<file path="config.mk">
export PLATFORM = sky130hd
export DESIGN_NAME = blk_loader
export DESIGN_NICKNAME = d
export VERILOG_FILES = /design/src/rtl/blk_loader.sv
export SDC_FILE = /design/constraint.sdc
export NUM_CORES = 1
export LEC_CHECK = 0
export BUFFER_PORTS_ARGS = -buffer_cell sky130_fd_sc_hd__clkbuf_2
export CAP_MARGIN = 0
export CORE_ASPECT_RATIO = 1.2
export CORE_MARGIN = 4
export CORE_UTILIZATION = 40
export DETAILED_ROUTE_END_ITERATION = 8
export GPL_ROUTABILITY_DRIVEN = 1
export HOLD_SLACK_MARGIN = 0.1
export MAX_ROUTING_LAYER = met4
export PLACE_DENSITY = 0.71
export SLEW_MARGIN = 20
export SYNTH_ARGS = -nofsm -noshare
export SYNTH_HDL_FRONTEND = slang
export SYNTH_SLANG_ARGS = --single-unit
</file>
<file path="constraint.sdc">
create_clock -name clk -period 1.6 [get_ports clk]
set_clock_uncertainty 0.15 [all_clocks]
set_input_delay 0.32 -clock clk [delete_from_list [all_inputs] [get_ports clk]]
set_output_delay 0.32 -clock clk [all_outputs]
set_load 0.02 [all_outputs]
</file>
<file path="src/rtl/blk_loader.sv">
module blk_loader #(
  parameter int A  = 2,
  parameter int B  = 4,
  parameter int W  = 2,
  parameter int LH = 64,
  parameter int LV = 32
) (
  input  logic                                clk,
  input  logic                                rst_n,
  input  logic                                start,
  input  logic [$clog2(LV)-1:0]               start_row,
  input  logic [$clog2(LH)-1:0]               start_col,
  output logic                                rd_req,
  output logic [$clog2(LH*LV/W)-1:0]          rd_addr,
  input  logic                                rd_valid,
  input  logic [8*W-1:0]                      rd_data,
  output logic [A-1:0]                        wr_row_en,
  output logic [B/W-1:0]                      wr_col_en,
  output logic [$clog2(LH*LV/(A*B))-1:0]      wr_addr,
  output logic [8*W-1:0]                      wr_data,
  output logic                                done
);
  localparam int G    = B / W;
  localparam int NW   = A * G;
  localparam int RW   = $clog2(LV);
  localparam int CW   = $clog2(LH);
  localparam int AW   = $clog2(LH*LV/W);
  localparam int MW   = $clog2(LH*LV/(A*B));
  localparam int CNTW = $clog2(NW + 1);

  logic            busy;
  logic [RW-1:0]   base_row;
  logic [CW-1:0]   base_col;
  logic [CNTW-1:0] iss_cnt, ret_cnt;
  logic [31:0]     ic, rc, iss_lin, iss_g;
  logic [RW-1:0]   al_row;
  logic [CW-1:0]   al_col;
  logic [MW-1:0]   blk_addr;

  assign al_row   = start_row & ~RW'(A - 1);
  assign al_col   = start_col & ~CW'(B - 1);
  assign blk_addr = MW'((32'(start_row) / A) * (LH / B) + 32'(start_col) / B);

  assign ic      = 32'(iss_cnt);
  assign rc      = 32'(ret_cnt);
  assign iss_g   = ic % G;
  assign iss_lin = (32'(base_row) + ic / G) * LH + 32'(base_col) + iss_g * W;
  assign rd_req  = busy && (iss_cnt < CNTW'(NW));
  assign rd_addr = AW'(iss_lin / W);

  always_ff @(posedge clk) begin
    if (!rst_n) begin
      busy      <= 1'b0;
      base_row  <= '0;
      base_col  <= '0;
      iss_cnt   <= '0;
      ret_cnt   <= '0;
      wr_row_en <= '0;
      wr_col_en <= '0;
      wr_addr   <= '0;
      wr_data   <= '0;
      done      <= 1'b0;
    end else begin
      done      <= 1'b0;
      wr_row_en <= '0;
      wr_col_en <= '0;
      if (!busy && start) begin
        busy     <= 1'b1;
        base_row <= al_row;
        base_col <= al_col;
        iss_cnt  <= '0;
        ret_cnt  <= '0;
        wr_addr  <= blk_addr;
      end
      if (busy) begin
        if (rd_req) iss_cnt <= iss_cnt + 1'b1;
        if (rd_valid && ret_cnt < CNTW'(NW)) begin
          wr_row_en <= A'(1) << (rc / G);
          wr_col_en <= G'(1) << (rc % G);
          wr_data   <= rd_data;
          ret_cnt   <= ret_cnt + 1'b1;
        end
        if (ret_cnt == CNTW'(NW)) begin
          busy <= 1'b0;
          done <= 1'b1;
        end
      end
    end
  end

  a_r7_done_one_cycle: assert property (@(posedge clk) disable iff (!rst_n)
    done |=> !done);

  a_r7_done_after_write: assert property (@(posedge clk) disable iff (!rst_n)
    done |-> $past(|wr_row_en));

  a_r4_enables_paired: assert property (@(posedge clk) disable iff (!rst_n)
    $onehot0(wr_row_en) && $onehot0(wr_col_en) && ((|wr_row_en) == (|wr_col_en)));

  a_r5_addr_held: assert property (@(posedge clk) disable iff (!rst_n)
    ((|wr_row_en) && $past(|wr_row_en)) |-> $stable(wr_addr));

  a_r3_addr_step: assert property (@(posedge clk) disable iff (!rst_n)
    (rd_req && $past(rd_req) && iss_g != 0) |-> rd_addr == $past(rd_addr) + 1'b1);

  a_r8_start_ignored: assert property (@(posedge clk) disable iff (!rst_n)
    (busy && start) |=> ($stable(base_row) && $stable(base_col)));
endmodule

</file>
==> metrics.yaml, run 1 <==
drt:
  viasPerCell: 4.845
  drt-total-wl_mm: 3.373
  drc: 0
  drtAntennaViolNets: 0
  vias: 1347
  wl_per_cell_um: 12.13
  drt_pre_antenna_iters: 4
  dr.first_iter.drc_count: 22
final_layout:
  n_antenna_cell: 0
  drive_above_1_share: 0.3859
  syn_to_final_growth_pct: 42.43
  fin_nets: 276
  layout_commonest_cell: "clkbuf_2"
  fillers: 299
  stdcell_count: 278
  design_area_um2: 2083
  regArea_um2: 724.4
  layout_common_cells: "clkbuf_2, nand3_1, nand2_1, dfxtp_1, dlygate4sd3_1"
  multi_input_area_um2: 650.6
hold_path:
  min_to: "wr_data[11]$_SDFFE_PN0P_"
  hold_class: "in2reg"
  holdPathStages: 3
  hp-start: "rd_data[11]"
place:
  dpl.hpwl_mm: 2.274
  portBuffers: 67
  place_congestion: 0.7110
  placed_cells: 255
  dp_slack_ns: 0.1073
  place_area_um2: 1784
run_status:
  violations: "setup timing"
  status: "finished, violations left"
synthesis:
  synth_nets: 200
  synth_top_area_share: 0.4927
  synth.top_cells.by_area: "dfxtp_1, nand3_1, nand2_1"
  yosys.area.top_type: "dfxtp_1"
  synthesis.area_um2: 1463
  synth_warnings: 0
  avgSynthCellArea_um2: 8.919
  synth_seq_area_share: 0.4927
  synth_cell_type_count: 28
  ys_ff_latch: 36
  netlist_instances: 164
timing:
  worst_pin_slew_ns: 0.3027
  relSlewSlack: 0.7978
  hold_violations: 0
  period_share: 1.061
  fin_crit_ns: 1.698
  hold_slack_ns: 0.1075
  grt_setup_unrepaired: "true"
  slew_viol_final: 0
  fmax_mhz: 589.0
  setup_ws_ns: -0.09775
  setup_violations: 4
grt:
  grt-ovfl-total: 0
  antenna_found_initial: 0
  grt_pass1_wl_mm: 5.561
  grt_max_degree: 37
  grt_use_total: 0.1572
  grt_pass1_vias: 1297
clocking:
  cts_root_buffer: "clkbuf_8"
  clk_pin_slew_ns: 0.07
  cts_sinks: 36
  clockBufferDepth: 2
  cts_tree: "yes"
  clk_latency_ns: 0.28
  numCtsBuffers: 5
  htreeDepth: 2
critical_path:
  endpoint_kind: "output pin"
  path_class: "reg2out"
  crit_chain: "ha_4 -> ha_4 -> xor2_2 -> clkbuf_8"
  rrSetupSlack_ns: 0.10
  crit_fanout: 2
  r2r_cells: 6
  crit_family: "flip-flops"
  cp_common_cell: "ha_4"
  required_ns: 1.13
  startpoint_type: "register"
  crit_arrival_ns: 1.23
  critPathBufInv: 1
  crit_path_max_incr_delay_ns: 0.34
  regToRegEndpoint: "iss_cnt[0]$_SDFF_PN0_"
  reg2reg_from: "iss_cnt[2]$_SDFF_PN0_"
  cp_slowest_cell: "dfxtp_2"
floorplan:
  die_w_um: 63.20
  die_h_um: 74.24
  start_util: 0.4271
  die_area_um2: 4692
  num_rows: 23
  io-pin-count: 71
  core_um2: 3425
pwr:
  vdd_drop_max_mv: 0.5625
  cellPowerDensity_nw_per_um2: 914.5
  finalPower_mw: 1.905
  cellLeakagePower_nw: 1.048
job:
  maxCapViolCount: 0
-- power by group --
group / internal, mW / total, mW / leakage (nW) / switching [mW]
combinational: 0.132 / 0.294 / 0.708 / 0.162
sequential: 0.935 / 0.963 / 0.295 / 0.0288
clock: 0.351 / 0.647 / 0.0455 / 0.296
total: 1.42 / 1.91 / 1.05 / 0.487
-- routing by layer --
metal  up-vias  part of all wire  track usage
li1        689                 -            -
met5         -                 0            -
met4         0             0.016      0.07194
met2        49              0.49       0.2790
met1       604              0.42       0.1606
met3         5             0.076      0.04834
-- through the flow --
step	utilization	setup TNS, ns
after floorplan	-	0
after global placement	0.5210	0
after detailed placement	0.5210	0
after CTS	0.6029	-0.2202
after global routing	0.6083	-0.4179
final	0.6083	-0.2556
-- worst max-delay path by stage --
stage / startpoint / endpoint / slack [ns] / cells after the start
4_1_cts: iss_cnt[2]$_SDFF_PN0_ / rd_addr[8] / -0.1 / 4
5_1_grt: wr_addr[4]$_SDFFE_PN0P_ / rd_addr[8] / -0.14 / 4
3_5_place_dp: wr_addr[4]$_SDFFE_PN0P_ / rd_addr[8] / 0.11 / 4
3_3_place_gp: wr_addr[4]$_SDFFE_PN0P_ / rd_addr[8] / 0.13 / 4
6_report: wr_addr[4]$_SDFFE_PN0P_ / rd_addr[8] / -0.1 / 4
2_1_floorplan: wr_addr[4]$_SDFFE_PN0P_ / rd_addr[8] / 0.05 / 3
-- sequential cells by signal (all words and copies together), names as in the netlist --
| signal | count |
|---|---|
| wr_data | 16 |
| wr_addr | 8 |
| iss_cnt | 3 |
| ret_cnt | 3 |
| wr_col_en | 2 |
| wr_row_en | 2 |
| busy | 1 |
| done | 1 |
-- synth_stat cells --
cell and count:
nand3_1 37, inv_1 2, nor2b_1 2, and2b_1 1, dfxtp_1 36, xnor2_1 1, o21ai_0 3, buf_6 1
nand4_1 1, o211a_1 1, and3b_4 1, nand2_4 1, and4_1 1, nand2_1 33, o31ai_1 1, xor2_1 2
nor2_1 4, and3_1 1, a22oi_1 1, buf_4 8, buf_8 1, a21boi_0 9, clkbuf_1 1, nand3b_2 1
clkbuf_2 1, nand2b_1 2, ha_1 5, buf_2 6
-- cell families (layout without fill, tap and decap cells) --
group	Yosys count	in the layout	synth area share
flops	36	36	0.4927
xor+xnor	3	3	0.01797
compound gates	15	15	0.07356
buf+inv	20	97	0.09067
simple gates	85	85	0.2823
fa+ha+maj	5	5	0.04277
-- layout make-up --
type / count / area share
flip-flops and latches: 36 / 0.3477
multi-input cells: 108 / 0.3123
repair buffers: 87 / 0.2709
clock buffers: 8 / 0.04324
well taps: 37 / 0.02222
inverters: 2 / 0.003604
-- tightest hold or removal path, delay by kind of cell --
kind	cells	cell delay [ns]
buf+inv	1	0.08
simple gates	2	0.11
-- repair_timing --
action	4_1_cts	5_1_grt
setup buffers	3	1
endpoints found under the setup margin	4	4
hold endpoints to repair	11	0
resized for setup	14	6
hold buffers	11	0
pin swaps	1	1
Note: power is estimated with default switching activity, not from simulation.
==> inputs of run 2 (changes only) <==
==> constraint.sdc (replaced) <==
create_clock -name clk -period 1.6 [get_ports clk]
set_clock_uncertainty 0.15 [all_clocks]
set_input_delay 0.16 -clock clk [delete_from_list [all_inputs] [get_ports clk]]
set_output_delay 0.16 -clock clk [all_outputs]
set_load 0.02 [all_outputs]
==> metrics.yaml, run 2 (synthesis results as in run 1) <==
floorplan:
  core_um2: 3425
  die_area_um2: 4692
  start_util: 0.4271
  io-pin-count: 71
  die_h_um: 74.24
  num_rows: 23
  die_w_um: 63.20
timing:
  slew_viol_final: 0
  fmax_mhz: 634.8
  fin_crit_ns: 1.575
  period_share: 0.9846
  grt_setup_unrepaired: "true"
  setup_violations: 0
  worst_pin_slew_ns: 0.4072
  setup_ws_ns: 0.02461
  hold_violations: 0
  relSlewSlack: 0.7285
grt:
  gr-usage-met1: 0.1690
  grt_pass1_wl_mm: 5.975
  grt_util_met2: 0.2978
  met3_usage: 0.05438
  grt_max_degree: 22
  top_usage_layer: "met2"
  grt-ovfl-total: 0
  grt_use_total: 0.1642
  antenna_found_initial: 0
  grt_pass1_vias: 1402
clocking:
  numCtsBuffers: 5
  clk_pin_slew_ns: 0.07
  htreeDepth: 2
  clk_latency_ns: 0.28
  cts_root_buffer: "clkbuf_8"
  cts_sinks: 36
  cts_tree: "yes"
  clockBufferDepth: 2
critical_path:
  cp.depth: 4
  crit_arrival_ns: 1.27
  critPathBufInv: 1
  cp_common_cell: "ha_4"
  crit_path_max_incr_delay_ns: 0.36
  required_ns: 1.29
  crit_family: "flip-flops"
  cp_slowest_cell: "dfxtp_4"
  crit_fanout: 3
  path_class: "reg2out"
  crit_chain: "ha_4 -> ha_4 -> xor2_1 -> buf_4"
  r2r_cells: 3
  startpoint_type: "register"
  endpoint_kind: "output pin"
final_layout:
  design_area_um2: 2181
  drive_above_1_share: 0.3597
  n_antenna_cell: 0
  stdcell_count: 290
  largest_reg_flops: 16
  layout_commonest_cell: "clkbuf_2"
  top_regs: "wr_data x16, wr_addr x8"
  fillers: 276
  fin_nets: 288
  top_register: "wr_data"
  layout_common_cells: "clkbuf_2, nand3_1, dfxtp_1"
  syn_to_final_growth_pct: 49.10
drt:
  viasPerCell: 4.834
  dr.first_iter.drc_count: 15
  wl_per_cell_um: 12.58
  drc: 0
  drt-total-wl_mm: 3.647
  drtAntennaViolNets: 0
  vias: 1402
  drt_pre_antenna_iters: 2
pwr:
  vdd_drop_max_mv: 0.6737
  cellPowerDensity_nw_per_um2: 937.3
  cellLeakagePower_nw: 1.090
place:
  placed_cells: 256
  place_area_um2: 1764
  portBuffers: 67
  dp_slack_ns: 0.2564
  place_congestion: 0.6793
  dpl.hpwl_mm: 2.220
job:
  maxCapViolCount: 0
hold_path:
  holdPathStages: 4
  hold_class: "in2reg"
run_status:
  status: "finished, final reports clean"
==> run 2: cell count changes in the layout (fill, tap and decap cells not counted), moves of 2 or more <==
cell,previous run,this run
buf_4,7,9
clkbuf_8,7,5
dlygate4sd3_1,11,25
clkbuf_1,2,0
buf_8,2,0
buf_6,2,0
dfxtp_2,3,1
clkbuf_2,63,65
==> run 2: path summary, 6_finish.rpt <==
path	startpoint	endpoint	slack [ns]
hold / removal	rd_valid	wr_data[4]$_SDFFE_PN0P_	0.11
setup / recovery	wr_addr[4]$_SDFFE_PN0P_	rd_addr[8]	0.02
setup reg to reg	busy$_SDFF_PN0_	ret_cnt[0]$_SDFF_PN0_	0.24
hold reg to reg	wr_data[1]$_SDFFE_PN0P_	wr_data[1]$_SDFFE_PN0P_	0.30
==> run 2: stage by stage <==
step	total power, mW	hold WS [ns]	utilization	setup TNS [ns]
after global placement	1.229	0.2239	0.5152	0
after floorplan	1.149	0.1402	-	0
after global routing	2.150	0.1301	0.6368	-0.09000
after detailed placement	1.231	0.2290	0.5152	0
final	2.044	0.1150	0.6368	0
after CTS	2.067	0.1089	0.6288	0
==> run 2: per-layer routing <==
metal  wire, µm  vias up
met2       1865       59
met4         28        0
li1           -      719
met1       1458      619
met3        294        5
met5          0        -
==> run 2: power breakdown <==
| part | internal, mW | total (mW) | switching [mW] |
|---|---|---|---|
| combinational | 0.140 | 0.304 | 0.164 |
| sequential | 0.933 | 0.962 | 0.0296 |
| clock | 0.461 | 0.777 | 0.317 |
| total | 1.53 | 2.04 | 0.510 |
==> run 2: worst register-to-register path, cell delays in order, from the launching register on <==
cell and delay, ns:
dfxtp_1 0.48, and3b_4 0.41, nand2_4 0.10, o21ai_0 0.15
==> run 2: repair_timing <==
item,4_1_cts,5_1_grt
hold buffers,25,0
hold endpoints to repair,26,0
pin swaps,1,2
setup buffers,1,0
endpoints found under the setup margin,1,3
cloned,0,0
gates resized for setup,6,7
==> run 2: area by class of cell <==
cell class / instances / area, µm² / share of cell area
Clock inverter: 3 / 42.54 / 0.01951
Timing Repair Buffer: 99 / 643.1 / 0.2949
Sequential cell: 36 / 725.7 / 0.3328
Inverter: 2 / 7.507 / 0.003442
Multi-Input combinational cell: 108 / 646.9 / 0.2966
Tap cell: 37 / 46.29 / 0.02123
Clock buffer: 5 / 68.82 / 0.03155
